--- config.mk ---
export PLATFORM = sky130hd
export DESIGN_NAME = ret_addr_stack
export DESIGN_NICKNAME = d
export VERILOG_FILES = /design/src/rtl/ret_stack_pkg.sv /design/src/rtl/ret_stack_ctrl.sv /design/src/rtl/ret_stack_dp.sv /design/src/rtl/ret_addr_stack.sv
export SDC_FILE = /design/constraint.sdc
export NUM_CORES = 1
export LEC_CHECK = 0
export ABC_CLOCK_PERIOD_IN_PS = 7400
export CAP_MARGIN = 10
export CORE_MARGIN = 3
export CORE_UTILIZATION = 61
export CTS_BUF_LIST = sky130_fd_sc_hd__clkbuf_4
export CTS_CLUSTER_DIAMETER = 200
export DETAILED_ROUTE_END_ITERATION = 10
export GPL_ROUTABILITY_DRIVEN = 0
export PLACE_DENSITY_LB_ADDON = 0.1
export SKIP_LAST_GASP = 1
export SYNTH_ARGS = -nofsm -noshare
export SYNTH_HDL_FRONTEND = slang
export SYNTH_SLANG_ARGS = --single-unit
--- constraint.sdc ---
create_clock -name clk -period 7.4 [get_ports clk]
set_clock_uncertainty 0.05 [all_clocks]
set_input_delay 1.48 -clock clk [delete_from_list [all_inputs] [get_ports clk]]
set_output_delay 1.48 -clock clk [all_outputs]
set_load 0.03 [all_outputs]
--- src/rtl/ret_stack_pkg.sv ---
package ret_stack_pkg;

  // Strobes from control to datapath for one clock cycle.
  typedef struct packed {
    logic wrSlot;   // capture pushData into the addressed slot
    logic ptrUp;    // advance pointer
    logic ptrDown;  // retreat pointer
  } stackStrobe_t;

endpackage

--- src/rtl/ret_stack_ctrl.sv ---
module ret_stack_ctrl
  import ret_stack_pkg::*;
#(
  parameter int PTR_W = 4
) (
  input  logic             clk,
  input  logic             rst,
  input  logic             pushEn,
  input  logic             popEn,
  input  logic [PTR_W-1:0] ptr,
  output stackStrobe_t     strb,
  output logic             stackAvail
);

  localparam logic [PTR_W-1:0] TOP_SLOT = '1;

  logic             lockQ;
  logic             lockNext;
  logic             availNext;
  logic [PTR_W-1:0] ptrNext;

  // Push wins over pop.
  always_comb begin
    strb.wrSlot  = pushEn;
    strb.ptrUp   = pushEn;
    strb.ptrDown = popEn && !pushEn;
  end

  always_comb begin
    if (strb.ptrUp)        ptrNext = ptr + PTR_W'(1);
    else if (strb.ptrDown) ptrNext = ptr - PTR_W'(1);
    else                   ptrNext = ptr;
  end

  // The lock sets only on the upward wrap from the top slot to zero.
  assign lockNext  = lockQ || (strb.ptrUp && (ptr == TOP_SLOT));
  assign availNext = !lockNext && (ptrNext != TOP_SLOT);

  always_ff @(posedge clk) begin
    if (rst) begin
      lockQ      <= 1'b0;
      stackAvail <= 1'b1;
    end else begin
      lockQ      <= lockNext;
      stackAvail <= availNext;
    end
  end

endmodule

--- src/rtl/ret_stack_dp.sv ---
module ret_stack_dp
  import ret_stack_pkg::*;
#(
  parameter int WIDTH = 16,
  parameter int DEPTH = 16,
  parameter int PTR_W = 4
) (
  input  logic             clk,
  input  logic             rst,
  input  stackStrobe_t     strb,
  input  logic [WIDTH-1:0] pushData,
  output logic [PTR_W-1:0] ptr,
  output logic [WIDTH-1:0] popData
);

  logic [WIDTH-1:0] slotQ [DEPTH];

  always_ff @(posedge clk) begin
    if (rst)               ptr <= '0;
    else if (strb.ptrUp)   ptr <= ptr + PTR_W'(1);
    else if (strb.ptrDown) ptr <= ptr - PTR_W'(1);
  end

  // One register per slot, written only when addressed.
  for (genvar g = 0; g < DEPTH; g++) begin : gSlot
    always_ff @(posedge clk) begin
      if (strb.wrSlot && (ptr == PTR_W'(g))) slotQ[g] <= pushData;
    end
  end

  assign popData = slotQ[ptr];

endmodule

--- src/rtl/ret_addr_stack.sv ---
module ret_addr_stack
  import ret_stack_pkg::*;
#(
  parameter int DEPTH = 16,
  parameter int WIDTH = 16
) (
  input  logic             clk,
  input  logic             rst,
  input  logic             pushEn,
  input  logic [WIDTH-1:0] pushData,
  input  logic             popEn,
  output logic [WIDTH-1:0] popData,
  output logic             stackAvail
);

  localparam int PTR_W = $clog2(DEPTH);

  stackStrobe_t     strb;
  logic [PTR_W-1:0] stackPtr;

  ret_stack_ctrl #(.PTR_W(PTR_W)) ctrl_i (
    .clk        (clk),
    .rst        (rst),
    .pushEn     (pushEn),
    .popEn      (popEn),
    .ptr        (stackPtr),
    .strb       (strb),
    .stackAvail (stackAvail)
  );

  ret_stack_dp #(.WIDTH(WIDTH), .DEPTH(DEPTH), .PTR_W(PTR_W)) dp_i (
    .clk      (clk),
    .rst      (rst),
    .strb     (strb),
    .pushData (pushData),
    .ptr      (stackPtr),
    .popData  (popData)
  );

endmodule

==> results of run 1 <==
[metal layers]
metal / part of all wire, % / vias up / global-route usage [%]
met2: 50 / 220 / 37.4
met3: 7.0 / 26 / 5.29
met1: 42 / 2542 / 34.8
met5: 0 / - / 0
li1: - / 2033 / -
met4: 1.3 / 0 / 7.69
[power by group through the flow]
stage                     registers [uW]  logic [uW]  clock network (uW)
final                               1710         330                1260
after global routing                1720         349                1380
after CTS                           1710         332                1290
after detailed placement            1750         331                   0
after global placement              1740         324                   0
after floorplan                     1700         251                   0
[final timing paths]
kind,from,end,slack [ns],depth (start not counted)
worst max-delay path,dp_i.ptr[0],popData[0],2.05,4
worst min-delay path,ctrl_i.lockQ,ctrl_i.lockQ,0.42,1
worst max register to register,dp_i.ptr[1],ctrl_i.stackAvail,4.37,6
worst min register to register,ctrl_i.lockQ,ctrl_i.lockQ,0.42,1
[cells in the mapped netlist (2+ instances only)]
cell	n	share of area [%]
dfxtp_1	6	1.2
nand2_1	6	0.22
o21ai_0	2	0.099
buf_12	2	0.40
a21oi_1	2	0.099
nor2b_1	2	0.12
nand2b_1	5	0.31
inv_1	2	0.074
nor2_1	16	0.60
buf_1	2	0.074
buf_2	5	0.25
clkbuf_1	11	0.41
nor3_1	4	0.20
mux4_2	74	17
edfxtp_1	256	76
buf_6	3	0.33
ha_1	5	0.62
mux4_1	6	1.6
[area by class of cell]
type                    instances  area (sq um)  share of cell area, %
clock buffers                 100           751                   6.43
well taps                     216           270                   2.32
flip-flops and latches        262          7810                   67.0
inverters                       2          7.51                 0.0643
repair buffers                 54           515                   4.42
clock inverters                14           133                   1.14
multi-input cells             132          2180                   18.7
[registers in the layout (all words and copies together) (netlist names)]
register and flops:
ctrl_i.stackAvail 1, dp_i.ptr 4, dp_i.slotQ 256, ctrl_i.lockQ 1
[cells by family after synthesis]
| kind of cell | Yosys count | synth area share [%] |
|---|---|---|
| compound gates | 8 | 0.496 |
| simple gates | 36 | 1.62 |
| fa+ha+maj | 5 | 0.620 |
| buf+inv | 25 | 1.54 |
| flops | 262 | 77.4 |
| xor+xnor | 2 | 0.174 |
| mux | 81 | 18.2 |
[worst max-delay path, stage by stage, from the launching register on]
cell and delay [ns]:
dfxtp_4 1.00, buf_4 0.50, mux4_2 0.54, mux4_2 0.51, clkdlybuf4s50_1 0.62
[through the flow]
step,instances,cell area [sq um],total power [uW]
floorplan,419,10100,1950
global placement,665,10800,2070
detailed placement,665,10800,2080
CTS,779,11600,3340
global route,780,11700,3440
finish,780,11700,3300
==> summary.txt, run 1 <==
Layout
  – Fill cells: 929
  – Final core occ: just over 70%
  – Most common cell after layout, fill and taps aside: edfxtp_1
  – Layout cell share with drive strength beyond 1: between 30% and 40%
  – Leading cell types in the layout, fill and taps excluded: edfxtp_1, clkbuf_4, mux4_2, clkdlybuf4s50_1, buf_4
  – Syn-to-layout area delta: 15.6%
  – Ant. Diodes: 0
  – Final nets: 543

Timing
  – Slew @ Worst Pin: between 1 and 1.5 ns
  – Rel. slew slack: 18.5%
  – FMAX: 187 MHz
  – Final Critical Period: 5.35 ns
  – PnR worst setup slack: 2.05 ns
  – Final hold violations: 0
  – RSZ-0062 raised after global routing: no
  – Final hold slack: roughly 0.42 ns
  – Finish-stage setup viols: 0
  – Slew Viols, Final: 0
  – Final TNS setup: 0 ns
  – Final period util: 72.2%

Place
  – Setup WS pre-CTS: 2.60 ns
  – Port Buffers: 36
  – Dpl hpwl: between 10,000 and 15,000 um

Synth
  – Primary flip-flop cell chosen by synthesis mapping: edfxtp_1
  – Syn_nets: approximately 440
  – Post-synth EDFFs: 256
  – Post-synth ARST share: 0%
  – Post-Syn Area: 0.0101 sq mm
  – Mean area per synthesized cell: 24.1 sq um
  – Yosys warning total: 0
  – Yosys cell types: 28
  – Synth Register Bits: 262
  – Post-Syn Instances: between 400 and 500
  – Register area share after synthesis: between 70 and 80%

Power
  – P_sw: 744 uW
  – Comb power frac: 10.0%
  – Pwr dens: approximately 280 mW/mm^2
  – Peak supply drop: ~0.21 mV
  – Sequential power share: 51.9%
  – Sw Ratio: a little under a quarter
  – Clk pwr share: roughly two fifths
  – Internal power: 2550 uW
  – Leakage: 0.00374 uW

Drt
  – Routed length per instance: 26.2 um
  – DR vias: about 4,800
  – Vias per cell: 6.18
  – Drt initial violations: roughly 500
  – Routed Wire Length: 20,400 um
  – Detailed Routing Iterations Pass 1: 4
  – Final ANT Viol Nets: 0
  – Remaining DRCs: 0

Floorplan
  – Core Box Area: between 0.015 and 0.02 sq mm
  – I/O pin count: 37
  – Initial Util: a little over three fifths
  – Die footprint: 0.0181 sq mm
  – Core Rows: 46
  – Die Wd: 135 um
  – Die height: around 130 um

Clock tree
  – CTS Buf Count: 66
  – Worst-case clock buffer depth: 3
  – CTS root buf: clkbuf_4
  – Clk Latency, worst-skew pair: 0.62 ns
  – CTS sink count: about 260
  – Post-cts hold buffer count: 0
  – Cts repair resizes: 0
  – Setup Fix Bufs, Post-CTS: 0
  – H-tree levels: 3
  – Clock transition at path regs: 0.06 ns
  – TritonCTS clock tree: built

Setup path
  – Crit Path Max Fanout: 51
  – Worst EP required: 5.87 ns
  – Crit start category: flop
  – Critical Path End Type: output port
  – Crit path kind: flop to output port
  – Worst Path Arrival: 3.82 ns

Global route
  – Initial antenna violation count: 0
  – GRT Total Usage: roughly a quarter
  – Grt ovf: 0
  – Global-route wire length before repair: 30,900 um
  – Vias in the first global route: ~5,100
  – Largest net degree at the start of global routing: 52

Flow run
  – Max-cap violations: 0

Run status
  – Status: finished clean

Worst hold path
  – Hold Path Class: flop to flop
(Power assumes the default switching activity.)
==> run 2: changes to the inputs <==
ABC_CLOCK_PERIOD_IN_PS = 5400   (was 7400)
clock period = 5.4 ns   (was 7.4 ns; I/O delays follow)
==> run 2 against run 1 <==
Against the previous run: global-route usage decreased by 1.6 points; sequential share of layout area increased by 0.43 points; largest power group unchanged; count of clock-buffer cells in the layout decreased by 2; sequential power increased by 36%; critical path type unchanged; register-to-register slack got worse by 1.8 ns; largest cell class unchanged.
==> summary.txt, run 2 (synthesized netlist as in run 1, its figures left out) <==
Run status
  – Status: finished clean (unchanged)

Floorplan
  – I/O pin count: 37 (unchanged)
  – Die height: 135 um (unchanged)
  – Core Box Area: 0.0161 sq mm (unchanged)
  – Core Rows: 46 (unchanged)
  – Die Wd: 135 um (unchanged)
  – Die footprint: 0.0181 sq mm (unchanged)
  – Initial Util: 62.8% (unchanged)

Global route
  – Initial antenna violation count: 0 (unchanged)
  – Vias in the first global route: 5,013 (was 5,071)
  – Grt ovf: 0 (unchanged)
  – Global-route wire length before repair: 29,000 um (was 30,900 um)
  – Largest net degree at the start of global routing: 43 (was 52)
  – GRT Total Usage: 22.3% (was 23.9%)

Worst hold path
  – Hold Path Origin: ctrl_i.lockQ (unchanged)
  – Hold Path Class: flop to flop (unchanged)

Layout
  – Largest regs: dp_i.slotQ: 256 flops, dp_i.ptr: 4 flops (unchanged)
  – Max reg flops: 256 (unchanged)
  – Most flops, register: dp_i.slotQ (unchanged)
  – Most common cell after layout, fill and taps aside: edfxtp_1 (unchanged)
  – Final nets: 545 (was 543)
  – Leading cell types in the layout, fill and taps excluded: edfxtp_1, clkbuf_4, mux4_2, clkdlybuf4s50_1, buf_4 (unchanged)
  – Layout cell share with drive strength beyond 1: 38.3% (was 38.8%)
  – Syn-to-layout area delta: 14.9% (was 15.6%)
  – Ant. Diodes: 0 (unchanged)

Power
  – Pwr dens: 375 mW/mm^2 (was 283 mW/mm^2)
  – P_sw: 1010 uW (was 744 uW)
  – Sw Ratio: 23.1% (was 22.6%)
  – Comb power frac: 10.7% (was 10.0%)
  – Clk pwr share: 35.7% (was 38.1%)
  – Leakage: 0.00370 uW (was 0.00374 uW)
  – Sequential power share: 53.6% (was 51.9%)
  – Internal power: 3340 uW (was 2550 uW)
  – Peak supply drop: 0.352 mV (was 0.211 mV)

Setup path
  – Worst Path Arrival: 3.46 ns (was 3.82 ns)
  – Crit start category: flop (unchanged)
  – Crit Path Max Fanout: 27 (was 51)
  – Critical path startpoint: dp_i.ptr[0] (unchanged)
  – Crit path kind: flop to output port (unchanged)
  – R2R setup slack: 2.53 ns (was 4.37 ns)
  – CP max stage delay: 0.70 ns (was 1.00 ns)
  – CP top delay family: multiplexers (was buffers and inverters)
  – RR Endpoint: dp_i.slotQ[12][5] (was ctrl_i.stackAvail)
  – Critical Path Sink: popData[2] (was popData[0])
  – R2R cell count: 3 (was 6)
  – CP cell instances: buf_4, mux4_1, mux4_2, clkdlybuf4s50_1 (was buf_4, mux4_2, mux4_2, clkdlybuf4s50_1)
  – Critical Path End Type: output port (unchanged)
  – R2R Path Start: dp_i.ptr[2] (was dp_i.ptr[1])
  – WP depth: 4 (unchanged)
  – CP Buf/Inv Count: 2 (unchanged)
  – Crit-path slowest cell: dfxtp_4 (unchanged)
  – Worst EP required: 4.27 ns (was 5.87 ns)

Drt
  – Wire length on met1: 8120 um (was 8550 um)
  – Vias per cell: 6.08 (was 6.18)
  – DR vias: 4,739 (was 4,821)
  – Routed Wire Length: 18,900 um (was 20,400 um)
  – Drt initial violations: 457 (was 495)
  – Remaining DRCs: 0 (unchanged)
  – Final ANT Viol Nets: 0 (unchanged)
  – Routed wl met3: 1540 um (was 1430 um)
  – Met2 routed WL: 8940 um (was 10,100 um)
  – Uppermost routed layer: met4 (unchanged)
  – Routed length per instance: 24.3 um (was 26.2 um)
  – Detailed Routing Iterations Pass 1: 5 (was 4)

Timing
  – PnR worst setup slack: 0.814 ns (was 2.05 ns)
  – Slew Viols, Final: 0 (unchanged)
  – Final period util: 84.9%
  – Slew @ Worst Pin: 1.16 ns (was 1.22 ns)
  – Rel. slew slack: 22.3% (was 18.5%)
  – Final hold violations: 0 (unchanged)
  – RSZ-0062 raised after global routing: no (unchanged)
  – Final Critical Period: 4.59 ns
  – Final TNS setup: 0 ns (unchanged)
  – FMAX: around 220 MHz
  – Finish-stage setup viols: 0 (unchanged)
  – Final hold slack: 0.432 ns (was 0.425 ns)

Place
  – Setup WS pre-CTS: 1.41 ns (was 2.60 ns)
  – Dpl hpwl: 10,800 um (was 11,200 um)
  – Port Buffers: 36 (unchanged)

Clock tree
  – Cts repair resizes: 0 (unchanged)
  – Clk Latency, worst-skew pair: 0.65 ns (was 0.62 ns)
  – CTS root buf: clkbuf_4 (unchanged)
  – TritonCTS clock tree: built (unchanged)
  – Worst-case clock buffer depth: 3 (unchanged)
  – Clock transition at path regs: 0.06 ns (about the same)
  – H-tree levels: 3 (unchanged)
  – Post-cts hold buffer count: 0 (unchanged)
  – CTS Buf Count: 66 (unchanged)
  – Setup Fix Bufs, Post-CTS: 0 (unchanged)
  – CTS sink count: 262 (unchanged)

Flow run
  – Max-cap violations: 0 (unchanged)
-- run 2: changes by cell type in the layout (fill, tap and decap cells not counted) --
cell       previous run  this run
bufinv_16             3         0
clkbuf_4            100        98
clkinv_1              8        11
buf_16                1         0
buf_4                17        18
buf_12                0         2
-- run 2: worst register-to-register path: stages (launching register included) --
cell and delay, ns:
dfxtp_1 1.09, nand2_1 0.38, nor2_2 0.63, buf_4 0.37
-- run 2: power by group through the flow --
stage               clock network (uW)  logic (uW)  registers (uW)
global route                      1700         492            2340
floorplan                            0         344            2330
global placement                     0         462            2380
detailed placement                   0         469            2380
finish                            1550         465            2330
CTS                               1590         471            2330
-- run 2: metrics by stage --
stage          util [%]  instance area [sq um]  total power, uW  cells
6_report           72.2                  11600             4350    780
5_1_grt            72.2                  11600             4530    780
4_1_cts            72.2                  11600             4400    780
3_5_place_dp       67.3                  10800             2850    668
3_3_place_gp       67.3                  10800             2840    668
2_1_floorplan         -                  10100             2680    419
-- run 2: cell type report --
type / count / area [sq um]
clock inverter: 14 / 53.8
fill: 953 / 4460
sequential: 262 / 7810
inverter: 2 / 7.51
timing repair buffer: 56 / 536
tap: 216 / 270
multi-input combinational: 132 / 2180
clock buffer: 98 / 736
-- run 2: metal layers --
layer  up-vias  global-route usage [%]
li1       2026                       -
met4         0                    7.81
met1      2483                    33.6
met3        37                    6.45
met5         -                       0
met2       193                    32.2
-- run 2: worst min-delay path by stage --
stage / to / cells after the start
5_1_grt: ctrl_i.lockQ / 1
3_5_place_dp: ctrl_i.lockQ / 1
3_3_place_gp: ctrl_i.lockQ / 1
6_report: ctrl_i.lockQ / 1
2_1_floorplan: ctrl_i.lockQ / 1
4_1_cts: ctrl_i.lockQ / 1
